## src/rtl/gpio_port_pkg.sv

```systemverilog
package gpio_port_pkg;
  typedef enum logic [2:0] {
    SEL_NONE,
    SEL_A_DATA,
    SEL_A_CTRL,
    SEL_B_DATA,
    SEL_B_CTRL
  } reg_sel_e;
endpackage

```

## src/rtl/gpio_sync.sv

```systemverilog
module gpio_sync #(
  parameter int W      = 8,
  parameter int STAGES = 2
) (
  input  logic         clk,
  input  logic         rst_n,
  input  logic [W-1:0] din,
  output logic [W-1:0] dout
);
  logic [W-1:0] st [STAGES];

  for (genvar i = 0; i < STAGES; i++) begin : g_stage
    if (i == 0) begin : g_first
      always_ff @(posedge clk or negedge rst_n)
        if (!rst_n) st[i] <= '1;
        else        st[i] <= din;
    end else begin : g_next
      always_ff @(posedge clk or negedge rst_n)
        if (!rst_n) st[i] <= '1;
        else        st[i] <= st[i-1];
    end
  end

  assign dout = st[STAGES-1];
endmodule

```

## src/rtl/gpio_port_bank.sv

```systemverilog
module gpio_port_bank #(
  parameter int W = 8
) (
  input  logic         clk,
  input  logic         rst_n,
  input  logic         ctrl_we,
  input  logic         data_we,
  input  logic [W-1:0] wdata,
  input  logic [W-1:0] pad_sync,
  output logic [W-1:0] ctrl_q,
  output logic [W-1:0] latch_q,
  output logic [W-1:0] oe,
  output logic [W-1:0] rd_data
);
  always_ff @(posedge clk or negedge rst_n) begin
    if (!rst_n) begin
      ctrl_q  <= '1;
      latch_q <= '1;
    end else begin
      if (ctrl_we) ctrl_q  <= wdata;
      if (data_we) latch_q <= wdata;
    end
  end

  assign oe = ~ctrl_q;

  for (genvar b = 0; b < W; b++) begin : g_rdmux
    assign rd_data[b] = ctrl_q[b] ? pad_sync[b] : latch_q[b];
  end

  AST_CTRL_TO_OE: assert property (@(posedge clk) disable iff (!rst_n)
    ctrl_we |=> (oe == ~$past(wdata)));
  AST_LATCH_HOLD: assert property (@(posedge clk) disable iff (!rst_n)
    !data_we |=> $stable(latch_q));
endmodule

```

## src/rtl/gpio_wake_det.sv

```systemverilog
module gpio_wake_det #(
  parameter int W = 8
) (
  input  logic         clk,
  input  logic         rst_n,
  input  logic [W-1:0] pad_sync,
  input  logic [W-1:0] is_input,
  input  logic [W-1:0] enable,
  output logic         wake_req
);
  logic [W-1:0] prev_q;
  logic [W-1:0] fall;

  assign fall = prev_q & ~pad_sync & is_input & enable;

  always_ff @(posedge clk or negedge rst_n) begin
    if (!rst_n) begin
      prev_q   <= '1;
      wake_req <= 1'b0;
    end else begin
      prev_q   <= pad_sync;
      wake_req <= |fall;
    end
  end

  AST_WAKE_NEEDS_EN: assert property (@(posedge clk) disable iff (!rst_n)
    (enable == '0 && $past(enable) == '0) |-> !wake_req);
endmodule

```

## src/rtl/gpio_port_unit.sv

```systemverilog
module gpio_port_unit
  import gpio_port_pkg::*;
#(
  parameter int             AW          = 8,
  parameter int             DW          = 8,
  parameter int             WA          = 8,
  parameter int             WB          = 3,
  parameter int             SYNC_STAGES = 2,
  parameter logic [AW-1:0]  ADDR_A_DATA = 8'h12,
  parameter logic [AW-1:0]  ADDR_A_CTRL = 8'h13,
  parameter logic [AW-1:0]  ADDR_B_DATA = 8'h14,
  parameter logic [AW-1:0]  ADDR_B_CTRL = 8'h15,
  parameter bit             PULL_A      = 1'b1,
  parameter bit             PULL_B      = 1'b0
) (
  input  logic          clk,
  input  logic          rst_n,
  input  logic [AW-1:0] bus_addr,
  input  logic          bus_wr,
  input  logic [DW-1:0] bus_wdata,
  output logic [DW-1:0] bus_rdata,
  input  logic [WA-1:0] pa_in,
  output logic [WA-1:0] pa_oe,
  output logic [WA-1:0] pa_out,
  output logic [WA-1:0] pa_pu,
  input  logic [WB-1:0] pb_in,
  output logic [WB-1:0] pb_oe,
  output logic [WB-1:0] pb_out,
  output logic [WB-1:0] pb_pu,
  input  logic [WA-1:0] wake_en,
  output logic          wake_req
);
  reg_sel_e      sel;
  logic [WA-1:0] a_sync, a_ctrl, a_rd;
  logic [WB-1:0] b_sync, b_ctrl, b_rd;

  always_comb begin
    sel = SEL_NONE;
    if      (bus_addr == ADDR_A_DATA) sel = SEL_A_DATA;
    else if (bus_addr == ADDR_A_CTRL) sel = SEL_A_CTRL;
    else if (bus_addr == ADDR_B_DATA) sel = SEL_B_DATA;
    else if (bus_addr == ADDR_B_CTRL) sel = SEL_B_CTRL;
  end

  gpio_sync #(.W(WA), .STAGES(SYNC_STAGES)) u_sync_a (
    .clk(clk), .rst_n(rst_n), .din(pa_in), .dout(a_sync));
  gpio_sync #(.W(WB), .STAGES(SYNC_STAGES)) u_sync_b (
    .clk(clk), .rst_n(rst_n), .din(pb_in), .dout(b_sync));

  gpio_port_bank #(.W(WA)) u_bank_a (
    .clk(clk), .rst_n(rst_n),
    .ctrl_we(bus_wr && sel == SEL_A_CTRL),
    .data_we(bus_wr && sel == SEL_A_DATA),
    .wdata(bus_wdata[WA-1:0]), .pad_sync(a_sync),
    .ctrl_q(a_ctrl), .latch_q(pa_out), .oe(pa_oe), .rd_data(a_rd));

  gpio_port_bank #(.W(WB)) u_bank_b (
    .clk(clk), .rst_n(rst_n),
    .ctrl_we(bus_wr && sel == SEL_B_CTRL),
    .data_we(bus_wr && sel == SEL_B_DATA),
    .wdata(bus_wdata[WB-1:0]), .pad_sync(b_sync),
    .ctrl_q(b_ctrl), .latch_q(pb_out), .oe(pb_oe), .rd_data(b_rd));

  gpio_wake_det #(.W(WA)) u_wake (
    .clk(clk), .rst_n(rst_n), .pad_sync(a_sync),
    .is_input(a_ctrl), .enable(wake_en), .wake_req(wake_req));

  assign pa_pu = a_ctrl & {WA{PULL_A}};
  assign pb_pu = b_ctrl & {WB{PULL_B}};

  always_comb begin
    unique case (sel)
      SEL_A_DATA: bus_rdata = DW'(a_rd);
      SEL_A_CTRL: bus_rdata = DW'(a_ctrl);
      SEL_B_DATA: bus_rdata = DW'(b_rd);
      SEL_B_CTRL: bus_rdata = DW'(b_ctrl);
      default:    bus_rdata = '0;
    endcase
  end

  AST_UNMAPPED_ZERO: assert property (@(posedge clk) disable iff (!rst_n)
    (sel == SEL_NONE) |-> (bus_rdata == '0));
  AST_B_UPPER_ZERO: assert property (@(posedge clk) disable iff (!rst_n)
    (sel == SEL_B_DATA || sel == SEL_B_CTRL) |-> (bus_rdata[DW-1:WB] == '0));
  AST_OE_OFF_WHEN_PULL: assert property (@(posedge clk) disable iff (!rst_n)
    (pa_pu & pa_oe) == '0);
endmodule

```

## config.mk

```make
export PLATFORM = sky130hd
export DESIGN_NAME = gpio_port_unit
export DESIGN_NICKNAME = d
export VERILOG_FILES = /design/src/rtl/gpio_port_pkg.sv /design/src/rtl/gpio_sync.sv /design/src/rtl/gpio_port_bank.sv /design/src/rtl/gpio_wake_det.sv /design/src/rtl/gpio_port_unit.sv
export SDC_FILE = /design/constraint.sdc
export NUM_CORES = 1
export LEC_CHECK = 0
export ABC_CLOCK_PERIOD_IN_PS = 1300
export BUFFER_PORTS_ARGS = -buffer_cell sky130_fd_sc_hd__buf_2
export CELL_PAD_IN_SITES_DETAIL_PLACEMENT = 1
export CELL_PAD_IN_SITES_GLOBAL_PLACEMENT = 2
export CORE_AREA = 2 2 131 69
export CTS_CLUSTER_DIAMETER = 120
export DETAILED_ROUTE_END_ITERATION = 7
export DIE_AREA = 0 0 133 71
export GPL_TIMING_DRIVEN = 0
export PLACE_DENSITY_LB_ADDON = 0.3
export RECOVER_POWER = 50
export SLEW_MARGIN = 20
export SYNTH_ARGS = -nofsm -noshare
export SYNTH_HDL_FRONTEND = slang
export SYNTH_HIERARCHICAL = 1
export SYNTH_SLANG_ARGS = --single-unit
```

## constraint.sdc

```tcl
create_clock -name clk -period 1.3 [get_ports clk]
set_input_delay 0.13 -clock clk [delete_from_list [all_inputs] [get_ports clk]]
set_output_delay 0.13 -clock clk [all_outputs]
set_load 0.01 [all_outputs]
```

==> results of run 1 <==
==> worst paths after layout <==
kind	start	endpoint	slack, ps	depth (start not counted)
setup / recovery	u_bank_b/ctrl_q[0]	bus_rdata[0]	-540	5
hold / removal	bus_wdata[4]	u_bank_a/ctrl_q[4]	90	2
setup reg to reg	u_sync_a/dout[2]	u_wake/wake_req	30	4
hold reg to reg	u_sync_a/st[14]	u_sync_a/dout[6]	360	0
max in group asynchronous	rst_n	u_wake/wake_req	380	2
min in group asynchronous	rst_n	u_wake/wake_req	470	2
==> metal layers <==
metal	up-vias	global-route usage (%)	wire, um
met3	8	4.80	400
met4	0	4.30	72
met2	53	19.7	2470
met5	-	0	0
li1	773	-	-
met1	822	19.5	3030
==> registers in the layout (all words and copies together), names as in the netlist <==
signal / flops
u_wake/prev_q: 8
u_bank_b/ctrl_q: 3
u_sync_b/st: 3
u_sync_b/dout: 3
u_bank_b/latch_q: 3
u_bank_a/latch_q: 8
u_wake/wake_req: 1
u_sync_a/dout: 8
u_sync_a/st: 8
u_bank_a/ctrl_q: 8
==> power by group <==
part           switching (mW)  leakage, nW  total, mW  internal (mW)
Combinational           0.203        0.870      0.441          0.238
Clock                   0.554       0.0667       1.25          0.701
Sequential             0.0427        0.554       1.84           1.79
==> per-stage QoR <==
stage	total power, mW	area, um^2
3_3_place_gp	2.23	2920
3_5_place_dp	2.24	2920
5_1_grt	3.73	3320
2_1_floorplan	2.06	2400
6_report	3.53	3320
4_1_cts	3.61	3310
==> cell families (layout without fill, tap and decap cells) <==
group | after synthesis | in the layout | synth area share (%)
simple gates | 35 | 35 | 10.5
flops | 53 | 53 | 58.7
mux | 40 | 40 | 21.2
compound gates | 5 | 5 | 1.43
other cells | 1 | 3 | 0.158
buf+inv | 31 | 134 | 8.03
==> placed cells by master (no fill, tap or decap), types with 5 or more instances in the layout <==
master,instances
buf_6,7
nor2_1,7
dlygate4sd3_1,12
nand4b_1,12
mux2_1,7
clkbuf_1,6
dfstp_2,48
inv_1,12
buf_2,74
mux2_4,24
clkbuf_16,5
buf_4,16
mux2i_1,7
==> area by class of cell <==
cell class,count,area (um^2)
Fill cell,911,5060
Sequential cell,53,1390
Multi-Input combinational cell,83,890
Timing Repair Buffer,100,616
Tap cell,117,146
Clock buffer,6,129
Buffer,15,100
Inverter,12,45.0
Clock inverter,1,5.00
==> what timing repair did <==
| item | CTS | global route |
|---|---|---|
| pin swaps | 5 | 9 |
| hold buffers | 12 | 0 |
| gates resized for setup | 9 | 9 |
| buffers inserted | 12 | 3 |
| endpoints found under the setup margin | 30 | 36 |
| endpoints found under the hold margin | 12 | 0 |
==> reports/metrics.csv, run 1 <==
stage;metric;value;unit
global_route;initial antenna violation count;0;
synthesis;sequential share of the synthesized area;58.7;%
setup_path;worst-path maximum fanout;2;
global_route;first-pass GRT wire length;9.58;mm
run;max-cap violations;0;
synthesis;mapped cell area;2370;um^2
placement;Cell Count Post-Placement;358;
die;Boundary Pins;80;
clocking;CTS tree;yes;
synthesis;largest cells by area after synthesis;dfstp_2 (58%), mux2_4 (10%), buf_4 (4.8%), nand4b_1 (4.4%), mux2_1 (4.3%);
drt;DRT Pass-1 Iters;4;
global_route;largest net degree at the start of global routing;54;
setup_path;slowest library cell on the worst path;dfstp_2;
clocking;worst skew pair latency;290;ps
setup_path;WP data arrival;1710;ps
drt;vias per cell;4.28;
setup_path;Critical Path RT;1170;ps
power_and_ir_drop;PD cells;1060;nW/um^2
clocking;CTS Root Cell;clkbuf_16;
synthesis;Syn Inst Count;165;
clocking;Worst-path clk slew;60;ps
setup_path;CP endpoint kind;output port;
sta;Max Clock Skew;1.67;ps
setup_path;Top cell by count, worst path;a31oi_1;
run_status;status;complete, but fails checks;
synthesis;synthesized flop and latch total;53;
global_route;Total GRT Usage;13.7;%
synthesis;top cell type's share of synthesized area;57.7;%
sta;RSZ-0062 raised after global routing;true;
die;Core ar.;8380;um^2
layout;share of layout cells above drive strength 1;68.9;%
drt;DRT iter0 DRCs;45;
synthesis;Netlist cell types;25;
synthesis;Synth async-reset ratio;100;%
setup_path;Startpoint Class;flop;
setup_path;Top Family by Delay on Critical Path;flip-flops;
die;Die ar.;9440;um^2
sta;setup violators final;16;
clocking;deepest clock path buffer count;2;
drt;Routed WL;5.98;mm
sta;Setup WS post-layout;-539;ps
power_and_ir_drop;P_leak;1.49;nW
global_route;GR Overflow Total;0;
synthesis;main flop type after synthesis;dfstp_2;
sta;Rel. slew slack;52.0;%
placement;post-DP HPWL;4.31;mm
setup_path;critical path class;flop to output port;
die;Initial Utilization;28.3;%
setup_path;worst path bufs/invs;1;
sta;post-route minimum period;1840;ps
synthesis;most common cell in the netlist;dfstp_2;
sta;maximum clock frequency;0.544;GHz
placement;Port Buffers;74;
sta;Tightest Pin Transition;720;ps
min_path;HP Class;input pin to flop;
clocking;H-tree depth;2;
sta;Period Utilization, post-route;141;%
placement;GP Congestion;0.739;
drt;post-route ant nets;0;
synthesis;Yosys Warn Count;6;
clocking;CTS buffer count;5;
die;Chip Width;133;um
die;die height;71;um
drt;# DRC;0;
global_route;vias in the first global route;1724;
sta;pins over their slew limit;0;
drt;Routed wire per std cell;15.5;um
layout;NumNets Final;308;
layout;ANT cells;0;
setup_path;slowest cell delay on critical path;540;ps
sta;Final TNS setup;-2970;ps
synthesis;synthesized area per cell;14.4;um^2
synthesis;number of synthesized flops with an enable pin;0;
synthesis;Post-synth top cells;dfstp_2 (52), mux2_4 (16), buf_4 (15);
drt;total number of vias;1656;
placement;pre-CTS WS;-668;ps
die;# rows;24;
setup_path;critical path cell sequence;mux2_4, nor4bb_4, a31oi_1, a31oi_1, buf_2;
run_status;failing checks;negative setup slack;
sta;final hold vios;0;
clocking;# clock sinks;53;
power_and_ir_drop;VDD IR-drop max;0.000492;V
layout;Layout area overhead;40.3;%
layout;fin cells;387;
layout;final core utilization;39.7;%
synthesis;Yosys top cell by area;dfstp_2;
sta;worst hold slack;92.9;ps
Power figures use the tool's default switching activity.
==> inputs of run 2 (changes only) <==
Settings changed: CORE_AREA 2 2 131 69 to 2 2 127 67, CTS_BUF_LIST from default to sky130_fd_sc_hd__clkbuf_2 sky130_fd_sc_hd__clkbuf_4 sky130_fd_sc_hd__clkbuf_8, DIE_AREA 0 0 133 71 to 0 0 129 69, RECOVER_POWER 50 to default.
==> run 2 against run 1 <==
Compared with the run above: the run still ends with negative setup slack left; power grew 0.21%; via count rose by 0.30%; die area shrank 5.7%; register-to-register slack gained 60 ps; critical path depth stayed put; fmax up 1.4%; cell area rose by 4.1%; cell count is 0.26% higher; combinational power increased by 14%; clock skew is 1.5 ps higher; largest cell class unchanged.
==> reports/metrics.csv, run 2 (synthesis results as in run 1) <==
stage;metric;value;unit;change
layout;fin cells;388;;+0.26%
run_status;failing checks;negative setup slack;;
die;Boundary Pins;80;;unchanged
clocking;CTS tree;yes;;
sta;setup violators final;27;;+11
clocking;# clock sinks;53;;unchanged
clocking;worst skew pair latency;310;ps;+20 ps
global_route;GR Util met1;20.8;%;+1.4 points
power_and_ir_drop;VDD IR-drop max;0.000529;V;+7.6%
setup_path;worst-path maximum fanout;2;;unchanged
drt;Routed WL;6.35;mm;+6.2%
power_and_ir_drop;Gate power share;14.2;%;+1.7 points
run_status;status;complete, but fails checks;;
drt;post-route ant nets;0;;unchanged
sta;Period Utilization, post-route;140;%;-1.9 points
die;Chip Width;129;um;-3.0%
global_route;initial antenna violation count;0;;unchanged
power_and_ir_drop;Switching Share;22.9;%;+0.27 points
global_route;first-pass GRT wire length;9.41;mm;-1.7%
layout;NumNets Final;313;;+1.6%
die;Core ar.;7800;um^2;-6.9%
die;Initial Utilization;30.4;%;+2.1 points
run;max-cap violations;0;;unchanged
global_route;met2 usage;20.3;%;+0.59 points
sta;Rel. slew slack;54.2;%;+2.2 points
drt;Routed wire per std cell;16.4;um;+5.9%
power_and_ir_drop;PD cells;1020;nW/um^2;-3.7%
global_route;largest net degree at the start of global routing;54;;unchanged
sta;maximum clock frequency;0.551;GHz;+1.4%
sta;Setup WS post-layout;-514;ps;+24.9 ps
setup_path;slowest cell delay on critical path;560;ps;+20 ps
sta;Final TNS setup;-3930;ps;-967 ps
global_route;vias in the first global route;1694;;-1.7%
placement;Cell Count Post-Placement;353;;-1.4%
sta;post-route minimum period;1810;ps;-24.9 ps
power_and_ir_drop;total power;3.54;mW;+0.21%
drt;vias per cell;4.28;;about the same
clocking;deepest clock path buffer count;2;;unchanged
global_route;met3 GRT Util;4.50;%;-0.30 points
layout;Layout area overhead;46.0;%;
placement;Port Buffers;74;;unchanged
layout;share of layout cells above drive strength 1;76.8;%;+7.9 points
setup_path;Top Family by Delay on Critical Path;flip-flops;;
setup_path;critical path class;flop to output port;;
setup_path;critical path cell sequence;mux2_4, nor4bb_1, a31oi_1, a31oi_1, buf_2;;
layout;commonest non-fill, non-tap cell in the layout;buf_2;;
layout;most frequent cells in the layout;buf_2 (62), dfstp_2 (52), buf_6 (25), mux2_4 (25), buf_4 (19);;
sta;pins over their slew limit;0;;unchanged
setup_path;Top cell by count, worst path;a31oi_1;;
power_and_ir_drop;share of power burned in registers;51.9;%;about the same
setup_path;CP endpoint kind;output port;;
global_route;Total GRT Usage;14.3;%;+0.56 points
setup_path;Critical Path RT;1170;ps;about the same
min_path;HP Class;input pin to flop;;
die;Die ar.;8900;um^2;-5.7%
sta;Tightest Pin Transition;688;ps;-32.4 ps
global_route;busiest grt layer;met1;;
setup_path;slowest library cell on the worst path;dfstp_2;;
setup_path;Worst R2R Setup Slack;90;ps;+60 ps
layout;final core utilization;44.3;%;+4.7 points
clocking;CTS buffer count;5;;unchanged
placement;post-DP HPWL;4.37;mm;+1.5%
power_and_ir_drop;Net Sw Power;0.810;mW;+1.4%
sta;final hold vios;0;;unchanged
power_and_ir_drop;P_int;2.73;mW;-0.14%
drt;# DRC;0;;unchanged
drt;DRT iter0 DRCs;65;;+44%
clocking;CTS Root Cell;clkbuf_8;;
global_route;GR Overflow Total;0;;unchanged
drt;total number of vias;1661;;+0.30%
setup_path;worst path bufs/invs;1;;unchanged
power_and_ir_drop;P_leak;1.56;nW;+4.5%
die;die height;69;um;-2.8%
die;# rows;23;;-4.2%
layout;ANT cells;0;;unchanged
clocking;H-tree depth;2;;unchanged
layout;Fill cells;825;;-9.4%
sta;Max Clock Skew;3.22;ps;+1.55 ps
placement;GP Congestion;0.728;;-1.5%
clocking;Worst-path clk slew;90;ps;+30 ps
sta;RSZ-0062 raised after global routing;true;;
drt;DRT Pass-1 Iters;4;;unchanged
setup_path;Startpoint Class;flop;;
power_and_ir_drop;clock network fraction of design power;33.9;%;-1.6 points
setup_path;WP data arrival;1680;ps;-30 ps
-- run 2: changes by cell type in the layout (fill, tap and decap cells not counted), sizes merged --
cell	previous run	this run
buf	97	107
bufinv	0	1
clkbuf	12	8
clkinv	1	0
-- run 2: worst paths after layout --
| check | from | end | depth (start not counted) |
|---|---|---|---|
| hold reg to reg | u_sync_a/st[12] | u_sync_a/dout[4] | 0 |
| max in group asynchronous | rst_n | u_wake/wake_req | 2 |
| hold / removal | bus_wdata[6] | u_bank_a/ctrl_q[6] | 2 |
| setup / recovery | u_bank_b/ctrl_q[0] | bus_rdata[0] | 5 |
| setup reg to reg | u_sync_a/dout[0] | u_wake/wake_req | 4 |
| min in group asynchronous | rst_n | u_wake/wake_req | 2 |
-- run 2: timing repair --
| action | CTS | global route |
|---|---|---|
| pin swaps | 4 | 6 |
| endpoints found under the setup margin | 14 | 45 |
| buffers inserted | 10 | 7 |
| hold endpoints to repair | 12 | 0 |
| hold buffers | 12 | 0 |
| resized for setup | 14 | 36 |
-- run 2: power groups by stage --
| stage | Clock [mW] | Combinational, mW | Sequential (mW) |
|---|---|---|---|
| finish | 1.20 | 0.502 | 1.84 |
| global route | 1.32 | 0.544 | 1.85 |
| CTS | 1.26 | 0.456 | 1.84 |
| detailed placement | 0 | 0.371 | 1.88 |
| global placement | 0 | 0.361 | 1.87 |
| floorplan | 0 | 0.180 | 1.88 |
-- run 2: per-layer routing --
| metal | wire length (um) | vias up | share of wire, % |
|---|---|---|---|
| li1 | - | 776 | - |
| met1 | 3170 | 837 | 50 |
| met2 | 2820 | 42 | 44 |
| met3 | 296 | 6 | 4.7 |
| met4 | 64 | 0 | 1.0 |
| met5 | 0 | - | 0 |
-- run 2: layout make-up --
class	instances	area [um^2]	share of cell area [%]
flip-flops and latches	53	1390	40.2
multi-input cells	83	885	25.6
repair buffers	101	726	21.0
plain buffers	19	151	4.38
well taps	112	140	4.05
clock buffers	7	90.1	2.60
inverters	12	45.0	1.30
clock inverters	1	30.0	0.868
-- run 2: through the flow --
stage | worst slack, ps | area, um^2 | hold WS [ps]
2_1_floorplan | -25.7 | 2400 | -166
3_3_place_gp | -533 | 2910 | 236
3_5_place_dp | -580 | 2920 | 225
4_1_cts | -547 | 3280 | 41.5
5_1_grt | -612 | 3460 | 46.9
6_report | -514 | 3460 | 59.8
==> inputs of run 3 (changes only) <==
Settings changed: ABC_CLOCK_PERIOD_IN_PS 1300 to 1900, CORE_AREA 2 2 127 67 to 2 2 122 65, DIE_AREA 0 0 129 69 to 0 0 124 67.
Clock period 1.3 ns to 1.9 ns, I/O delays scaled along.
==> run 3 against run 2 <==
Compared with the run above: the run still ends with negative setup slack left; setup slack improved by 510 ps; die area decreased by 6.7%; global-route usage increased by 0.22 points; power decreased by 34%; via count decreased by 2.5%; cell count decreased by 7.0%; sequential power decreased by 32%; register-to-register slack improved by 580 ps; sequential share of layout area increased by 3.4 points; cell area decreased by 7.8%; clock power decreased by 34%; combinational power decreased by 43%; critical endpoint unchanged.
==> reports/metrics.csv, run 3 (synthesis results as in run 1) <==
stage;metric;value;unit;change
run_status;status;complete, but fails checks;;
run_status;failing checks;negative setup slack;;
setup_path;Critical Path RT;1710;ps;+540 ps
placement;Cell Count Post-Placement;337;;-4.5%
setup_path;slowest cell delay on critical path;560;ps;about the same
sta;pins over their slew limit;0;;unchanged
sta;Setup WS post-layout;-1.66;ps;+513 ps
layout;fin cells;361;;-7.0%
die;Chip Width;124;um;-3.9%
sta;worst hold slack;136;ps;+75.9 ps
layout;NumNets Final;302;;-3.5%
clocking;Worst-path clk slew;90;ps;about the same
placement;GP Congestion;0.728;;about the same
setup_path;worst-path maximum fanout;2;;unchanged
sta;setup violators final;2;;-93%
setup_path;Top Family by Delay on Critical Path;flip-flops;;
power_and_ir_drop;total power;2.34;mW;-34%
power_and_ir_drop;VDD IR-drop max;0.000305;V;-42%
drt;Routed WL;5.71;mm;-10%
sta;Tightest Pin Transition;741;ps;+53.7 ps
layout;most frequent cells in the layout;buf_2 (75), dfstp_2 (52), buf_4 (20), mux2_4 (20);;
die;# rows;22;;-4.3%
clocking;# clock sinks;53;;unchanged
layout;final core utilization;44.5;%;+0.20 points
run;max-cap violations;0;;unchanged
layout;Layout area overhead;34.6;%;
drt;total number of vias;1619;;-2.5%
clocking;worst skew pair latency;300;ps;about the same
setup_path;worst path bufs/invs;1;;unchanged
drt;DRT iter0 DRCs;47;;-28%
sta;Rel. slew slack;50.2;%;-4.0 points
setup_path;slowest library cell on the worst path;dfstp_2;;
sta;Period Utilization, post-route;100;%;
die;Core ar.;7160;um^2;-8.2%
sta;final hold vios;0;;unchanged
sta;maximum clock frequency;0.526;GHz;
die;Die ar.;8310;um^2;-6.7%
sta;post-route minimum period;1900;ps;
layout;ANT cells;0;;unchanged
drt;post-route ant nets;0;;unchanged
die;die height;67;um;-2.9%
global_route;initial antenna violation count;0;;unchanged
sta;Max Clock Skew;6.11;ps;+2.90 ps
layout;commonest non-fill, non-tap cell in the layout;buf_2;;
setup_path;CP endpoint kind;output port;;
clocking;H-tree depth;2;;unchanged
die;Boundary Pins;80;;unchanged
setup_path;Top cell by count, worst path;a31oi_1;;
clocking;CTS buffer count;5;;unchanged
clocking;CTS Root Cell;clkbuf_8;;
setup_path;critical path cell sequence;mux2_4, nor4bb_4, a31oi_1, a31oi_1, buf_2;;
sta;Final TNS setup;-1.91;ps;+3930 ps
placement;Port Buffers;74;;unchanged
setup_path;critical path class;flop to output port;;
global_route;vias in the first global route;1632;;-3.7%
power_and_ir_drop;P_leak;1.44;nW;-7.9%
die;Initial Utilization;33.1;%;+2.7 points
clocking;deepest clock path buffer count;2;;unchanged
global_route;Total GRT Usage;14.5;%;+0.22 points
sta;RSZ-0062 raised after global routing;true;;
drt;Routed wire per std cell;15.8;um;-3.4%
drt;vias per cell;4.48;;+4.8%
min_path;HP Class;input pin to flop;;
drt;DRT Pass-1 Iters;4;;unchanged
setup_path;Startpoint Class;flop;;
clocking;CTS tree;yes;;
drt;# DRC;0;;unchanged
layout;share of layout cells above drive strength 1;71.3;%;-5.5 points
global_route;largest net degree at the start of global routing;54;;unchanged
global_route;first-pass GRT wire length;8.70;mm;-7.6%
setup_path;WP data arrival;1710;ps;+30 ps
power_and_ir_drop;PD cells;734;nW/um^2;-28%
global_route;GR Overflow Total;0;;unchanged
placement;post-DP HPWL;4.16;mm;-4.7%
## run 3: cell count changes in the layout (fill, tap and decap cells not counted), moves of 2 or more
cell / change
buf_2: +13
buf_6: -23
inv_1: +9
inv_2: -9
mux2_2: +5
mux2_4: -5
nor3_1: +5
nor3_2: -2
nor3_4: -3
nor4bb_1: -2
nor4bb_4: +2
## run 3: worst paths after layout
path / to / depth (start not counted) / startpoint / slack, ps
max in group asynchronous: u_wake/wake_req / 2 / rst_n / 1000
min in group asynchronous: u_wake/wake_req / 2 / rst_n / 490
worst min-delay path: u_bank_a/latch_q[6] / 2 / bus_wdata[6] / 140
worst max-delay path: bus_rdata[0] / 5 / u_bank_b/ctrl_q[0] / -2
worst min register to register: u_sync_a/dout[3] / 0 / u_sync_a/st[11] / 360
worst max register to register: u_wake/wake_req / 4 / u_sync_a/dout[1] / 670
## run 3: power by group
| group | switching [mW] | leakage (nW) | internal [mW] |
|---|---|---|---|
| sequential | 0.0342 | 0.557 | 1.23 |
| combinational | 0.127 | 0.817 | 0.158 |
| clock | 0.350 | 0.0619 | 0.444 |
## run 3: timing repair
| item | CTS | global route |
|---|---|---|
| gates resized for setup | 6 | 3 |
| pin swaps | 3 | 2 |
| cloned | 0 | 0 |
| hold buffers | 12 | 0 |
| hold endpoints to repair | 12 | 0 |
| buffers inserted | 4 | 0 |
| setup endpoints to repair | 3 | 4 |
## run 3: cell type report
type	instances	area, um^2
fill	777	3970
sequential	53	1390
multi-input combinational	83	843
timing repair buffer	90	523
buffer	19	145
tap	96	120
clock buffer	7	90.1
inverter	12	45.0
clock inverter	1	30.0
## run 3: layer usage
metal  wire, um  GRT usage (%)  vias up
met5          0              0        -
met4         44           2.53        0
met3        444           4.79        5
met2       2250           20.6       57
met1       2970           21.5      801
li1           -              -      756
## run 3: through the flow
step | instance area, um^2 | setup WS [ps]
final | 3190 | -1.66
after CTS | 3170 | -11.5
after global routing | 3190 | -84.9
after global placement | 2870 | -102
after floorplan | 2380 | 469
after detailed placement | 2870 | -178
